[src/rtl/cbm_pkg.sv]
package cbm_pkg;
  typedef enum logic [1:0] {
    ST_IDLE  = 2'd0,
    ST_ADDR  = 2'd1,
    ST_WDATA = 2'd2,
    ST_WAIT  = 2'd3
  } cbm_state_e;

  // outcome of a waiting cycle
  typedef enum logic [1:0] {
    WR_PEND  = 2'd0,
    WR_OK    = 2'd1,
    WR_RETRY = 2'd2,
    WR_FAIL  = 2'd3
  } cbm_wait_res_e;
endpackage

[src/rtl/cbm_resp_timer.sv]
module cbm_resp_timer #(
  parameter int TIMEOUT = 8
) (
  input  logic clk,
  input  logic rst_n,
  input  logic run,
  output logic expired
);
  localparam int TW = (TIMEOUT < 2) ? 1 : $clog2(TIMEOUT);
  localparam logic [TW-1:0] LAST = TW'(TIMEOUT - 1);

  logic [TW-1:0] cnt_q;

  assign expired = run && (cnt_q == LAST);

  always_ff @(posedge clk or negedge rst_n) begin
    if (!rst_n)
      cnt_q <= '0;
    else if (!run || expired)
      cnt_q <= '0;
    else
      cnt_q <= cnt_q + 1'b1;
  end
endmodule

[src/rtl/cbm_retry_ctl.sv]
module cbm_retry_ctl #(
  parameter int MAX_RETRY = 2
) (
  input  logic clk,
  input  logic rst_n,
  input  logic clear,
  input  logic bump,
  output logic exhausted
);
  localparam int RW = (MAX_RETRY < 1) ? 1 : $clog2(MAX_RETRY + 1);

  generate
    if (MAX_RETRY == 0) begin : g_none
      assign exhausted = 1'b1;
    end else begin : g_cnt
      logic [RW-1:0] cnt_q;
      assign exhausted = (cnt_q == RW'(MAX_RETRY));
      always_ff @(posedge clk or negedge rst_n) begin
        if (!rst_n)
          cnt_q <= '0;
        else if (clear)
          cnt_q <= '0;
        else if (bump && !exhausted)
          cnt_q <= cnt_q + 1'b1;
      end
    end
  endgenerate
endmodule

[src/rtl/cbm_seq.sv]
module cbm_seq
  import cbm_pkg::*;
#(
  parameter int DATA_W = 32,
  parameter int ADDR_W = 16
) (
  input  logic              clk,
  input  logic              rst_n,
  input  logic              retry_en,
  input  logic              req_valid,
  output logic              req_ready,
  input  logic              req_write,
  input  logic [ADDR_W-1:0] req_addr,
  input  logic [DATA_W-1:0] req_wdata,
  output logic              busy,
  output logic              done,
  output logic              err,
  output logic [DATA_W-1:0] rdata,
  output logic [DATA_W-1:0] bus_ad,
  output logic              bus_cmd,
  output logic              bus_wr,
  output logic              bus_dat,
  input  logic              sl_vld,
  input  logic [DATA_W-1:0] sl_rdata,
  output logic              tmr_run,
  input  logic              tmr_expired,
  output logic              rty_clear,
  output logic              rty_bump,
  input  logic              rty_exhausted
);
  cbm_state_e    st_q, st_d;
  cbm_wait_res_e wres;
  logic              wr_q;
  logic [ADDR_W-1:0] addr_q;
  logic [DATA_W-1:0] wdata_q;
  logic              done_q, err_q;
  logic [DATA_W-1:0] rdata_q;
  logic              take;

  assign take      = (st_q == ST_IDLE) && req_valid;
  assign req_ready = (st_q == ST_IDLE);
  assign busy      = (st_q != ST_IDLE);
  assign tmr_run   = (st_q == ST_WAIT);
  assign rty_clear = take;

  // resolve a waiting cycle: strobe beats the timer
  always_comb begin
    wres = WR_PEND;
    if (st_q == ST_WAIT) begin
      if (sl_vld)
        wres = WR_OK;
      else if (tmr_expired)
        wres = (retry_en && !rty_exhausted) ? WR_RETRY : WR_FAIL;
    end
  end

  assign rty_bump = (wres == WR_RETRY);

  always_comb begin
    st_d = st_q;
    unique case (st_q)
      ST_IDLE:  if (req_valid) st_d = ST_ADDR;
      ST_ADDR:  st_d = wr_q ? ST_WDATA : ST_WAIT;
      ST_WDATA: st_d = ST_WAIT;
      ST_WAIT: begin
        unique case (wres)
          WR_OK, WR_FAIL: st_d = ST_IDLE;
          WR_RETRY:       st_d = ST_ADDR;
          default:        st_d = ST_WAIT;
        endcase
      end
      default: st_d = ST_IDLE;
    endcase
  end

  always_ff @(posedge clk or negedge rst_n) begin
    if (!rst_n) begin
      st_q    <= ST_IDLE;
      wr_q    <= 1'b0;
      addr_q  <= '0;
      wdata_q <= '0;
    end else begin
      st_q <= st_d;
      if (take) begin
        wr_q    <= req_write;
        addr_q  <= req_addr;
        wdata_q <= req_wdata;
      end
    end
  end

  always_ff @(posedge clk or negedge rst_n) begin
    if (!rst_n) begin
      done_q  <= 1'b0;
      err_q   <= 1'b0;
      rdata_q <= '0;
    end else begin
      done_q <= (wres == WR_OK) || (wres == WR_FAIL);
      if (wres == WR_OK) begin
        err_q <= 1'b0;
        if (!wr_q) rdata_q <= sl_rdata;
      end else if (wres == WR_FAIL) begin
        err_q <= 1'b1;
      end
    end
  end

  assign done  = done_q;
  assign err   = err_q;
  assign rdata = rdata_q;

  // shared signal multiplexing
  always_comb begin
    bus_cmd = (st_q == ST_ADDR);
    bus_dat = (st_q == ST_WDATA);
    bus_wr  = (bus_cmd || bus_dat) && wr_q;
    bus_ad  = '0;
    if (bus_cmd)      bus_ad = DATA_W'(addr_q);
    else if (bus_dat) bus_ad = wdata_q;
  end
endmodule

[src/rtl/ctl_bus_master.sv]
module ctl_bus_master #(
  parameter int DATA_W    = 32,
  parameter int ADDR_W    = 16,
  parameter int TIMEOUT   = 8,
  parameter int MAX_RETRY = 2
) (
  input  logic              clk,
  input  logic              rst_n,
  input  logic              retry_en,
  input  logic              req_valid,
  output logic              req_ready,
  input  logic              req_write,
  input  logic [ADDR_W-1:0] req_addr,
  input  logic [DATA_W-1:0] req_wdata,
  output logic              busy,
  output logic              done,
  output logic              err,
  output logic [DATA_W-1:0] rdata,
  output logic [DATA_W-1:0] bus_ad,
  output logic              bus_cmd,
  output logic              bus_wr,
  output logic              bus_dat,
  input  logic              sl_vld,
  input  logic [DATA_W-1:0] sl_rdata
);
  logic tmr_run, tmr_expired;
  logic rty_clear, rty_bump, rty_exhausted;

  cbm_seq #(.DATA_W(DATA_W), .ADDR_W(ADDR_W)) u_seq (
    .clk(clk), .rst_n(rst_n), .retry_en(retry_en),
    .req_valid(req_valid), .req_ready(req_ready), .req_write(req_write),
    .req_addr(req_addr), .req_wdata(req_wdata),
    .busy(busy), .done(done), .err(err), .rdata(rdata),
    .bus_ad(bus_ad), .bus_cmd(bus_cmd), .bus_wr(bus_wr), .bus_dat(bus_dat),
    .sl_vld(sl_vld), .sl_rdata(sl_rdata),
    .tmr_run(tmr_run), .tmr_expired(tmr_expired),
    .rty_clear(rty_clear), .rty_bump(rty_bump), .rty_exhausted(rty_exhausted)
  );

  cbm_resp_timer #(.TIMEOUT(TIMEOUT)) u_tmr (
    .clk(clk), .rst_n(rst_n), .run(tmr_run), .expired(tmr_expired)
  );

  cbm_retry_ctl #(.MAX_RETRY(MAX_RETRY)) u_rty (
    .clk(clk), .rst_n(rst_n), .clear(rty_clear), .bump(rty_bump),
    .exhausted(rty_exhausted)
  );
endmodule

[config.mk]
export PLATFORM = sky130hd
export DESIGN_NAME = ctl_bus_master
export DESIGN_NICKNAME = d
export VERILOG_FILES = /design/src/rtl/cbm_pkg.sv /design/src/rtl/cbm_resp_timer.sv /design/src/rtl/cbm_retry_ctl.sv /design/src/rtl/cbm_seq.sv /design/src/rtl/ctl_bus_master.sv
export SDC_FILE = /design/constraint.sdc
export NUM_CORES = 1
export LEC_CHECK = 0
export CAP_MARGIN = 20
export CORE_MARGIN = 5
export CORE_UTILIZATION = 46
export DETAILED_ROUTE_END_ITERATION = 7
export PLACE_DENSITY = 0.88
export SLEW_MARGIN = 30
export SYNTH_ARGS = -nofsm -noshare
export SYNTH_HDL_FRONTEND = slang
export SYNTH_SLANG_ARGS = --single-unit
[constraint.sdc]
create_clock -name clk -period 4.6 [get_ports clk]
set_input_delay 0.46 -clock clk [delete_from_list [all_inputs] [get_ports clk]]
set_output_delay 0.46 -clock clk [all_outputs]
set_load 0.01 [all_outputs]
==> impl_metrics.ini <==
[floorplanning]
die_y_um = 100
coreArea_sq_um = 8090
start_util = 0.463
ios = 157
die_w_um = 100
dieArea_sq_um = 10000
row_count = 33

[route]
ant_nets = 0
drc_errors = 0
wl_per_cell_um = 17.1
wl_um = 8940
drt_iter0_drc = 112
dr.pass1.iters = 4
vias = 2617
via_per_inst = 5.01

[critical_path]
startpoint_type = flip-flop
crit_slowest_cell = nor2b_4
arrival_ns = 2.82
cp_max_fo = 32
cpLargestDelayFamily = simple AND/OR/NAND/NOR gates
worst-path-buf-inv = 2
crit_required_ns = 4.14
endpoint_kind = primary output
cpPeakStageDelay_ns = 0.70
path_class = flip-flop to primary output
crit_chain = inv_1 -> ha_1 -> nor2b_4 -> a22o_1 -> clkdlybuf4s50_1

[yosys]
netlist_instances = 256
syn_avg_cell_area_sq_um = 14.6
ys_types = 24
synth_top_cell_area_share = 0.601
syn-num-nets = 349
ys_ff_latch = 90
synth_edf_count = 0
synthArstFlopShare = 1.00
netlist_area_sq_um = 3750
synth-main-ff-cell = dfrtp_1
yosysTopAreaCell = dfrtp_1
ys_seq_area_frac = 0.601
ys.warnings.count = 0
synth.area.top_cells = dfrtp_1 60%, mux2_2 24%, a22o_1 3.7%

[clock_tree]
clkLatencyLatePin_ns = 0.35
cts_tree = done
post_cts.repair.setup_buffers = 0
clk_path_buf_depth = 2
cts_resized = 0
path_clk_slew_ns = 0.08
clockRootBuffer = clkbuf_8
ctsHoldBuffers = 0
htreeDepth = 3
clock_sinks = 90
cts_buffers = 9

[power_and_ir_drop]
p_per_area_nw_per_um2 = 634
p_leak_nw = 2.41
ir_worst_vdd_v = 0.000260
power_mw = 3.56

[sta]
finalClockSkew_ns = 0.0141
slew_headroom = 0.453
clock.fmax_ghz = 0.305
slew_violations = 0
setup_viol = 0
setup_ws_ns = 1.32
setup_tns_ns = 0
finalCritPeriodShare = 0.712
holdWs_ns = 0.174
period_needed_ns = 3.28
tightest_slew_ns = 0.821
rsz0062_at_grt = false
hold_viol = 0

[global_routing]
grt_pass1_vias = 2815
grt_util_met3 = 0.0653
grt_max_degree = 91
grt_busiest_layer = met2
antenna_found_initial = 0
overflow = 0
track_usage = 0.179
grt_pass1_wl_um = 14000
use_met2 = 0.317
grtUsageMet1 = 0.195

[outcome]
status = completed

[cells_and_area]
final_cell_mix = 155 x clkdlybuf4s50_1, 90 x dfrtp_1, 81 x mux2_2
area_growth_pct = 50.0
nets = 505
drive_above_1_share = 0.247
diodes = 0
final_common_cell = clkdlybuf4s50_1

[placement]
dp.final_hpwl_um = 6480
gp_congestion = 0.795
pre_cts_ws_ns = 1.68
portBuffers = 156

[min_path]
hold_class = input pin to async pin

[run]
maxCapViolCount = 0
[kinds of logic (layout without fill, tap and decap cells)]
logic type,after synthesis,count (layout),share of synthesized area
flops,90,90,0.601
mux,83,83,0.249
fa+ha+maj,7,7,0.0234
simple gates,32,32,0.0518
compound gates,24,24,0.0518
buf+inv,20,181,0.0230
[through the flow]
step	cell area, sq um	util	std cells
finish	5620	0.694	522
global route	5620	0.694	522
CTS	5620	0.694	522
detailed placement	5410	0.668	506
global placement	5400	0.667	506
floorplan	3750	-	256
[worst reg2reg max path, cell delays in order, from the launching register on]
cell,delay (ns)
dfrtp_1,0.42
inv_1,0.08
ha_1,0.23
nand2_2,0.07
buf_4,0.51
mux2_2,0.47
[per-layer routing]
| layer | wire length [um] | up-vias | share of wire |
|---|---|---|---|
| met5 | 0 | - | 0 |
| met4 | 142 | 0 | 0.016 |
| met1 | 3430 | 1290 | 0.38 |
| li1 | - | 1217 | - |
| met2 | 4750 | 95 | 0.53 |
| met3 | 624 | 15 | 0.070 |
[cell usage after synthesis (2+ instances only)]
library cell  count
dfrtp_1          90
mux2_2           81
and2_1           17
a22o_1           16
buf_2             9
ha_1              7
inv_1             6
clkbuf_1          4
nand2_1           4
a21oi_1           3
and3_1            2
mux2i_1           2
nand2b_1          2
nor2b_1           2
o31ai_1           2
[cell type report]
cell class	count	area [sq um]
clock inverter	3	46.3
tap	105	131
fill	601	2470
multi-input combinational	146	1420
sequential	90	2250
clock buffer	13	169
timing repair buffer	158	1580
inverter	7	26.3
[state kept, by name, summed over array words and instances (netlist names)]
register and flops:
u_rty.g_cnt.cnt_q 2, u_seq.addr_q 16, u_seq.done 1, u_seq.err 1, u_seq.rdata 32, u_seq.st_q 2
u_seq.wdata_q 32, u_seq.wr_q 1, u_tmr.cnt_q 3
[final timing paths]
| kind | start | end | slack [ns] | cells after the start |
|---|---|---|---|---|
| min in group clk | u_tmr.cnt_q[0] | u_tmr.cnt_q[0] | 0.47 | 1 |
| setup reg to reg | u_seq.st_q[1] | u_seq.addr_q[2] | 2.71 | 5 |
| setup / recovery | u_seq.st_q[1] | bus_ad[10] | 1.32 | 5 |
| max in group asynchronous | rst_n | u_seq.wdata_q[24] | 3.88 | 1 |
| hold reg to reg | u_tmr.cnt_q[0] | u_tmr.cnt_q[0] | 0.47 | 1 |
| hold / removal | rst_n | u_seq.addr_q[6] | 0.17 | 1 |
[power by group]
group | total, mW | internal, mW | leakage (nW) | switching [mW]
logic | 1.63 | 1.01 | 1.22 | 0.615
registers | 1.37 | 1.17 | 1.08 | 0.193
clock network | 0.568 | 0.297 | 0.106 | 0.270
Note: power is estimated with default switching activity, not from simulation.
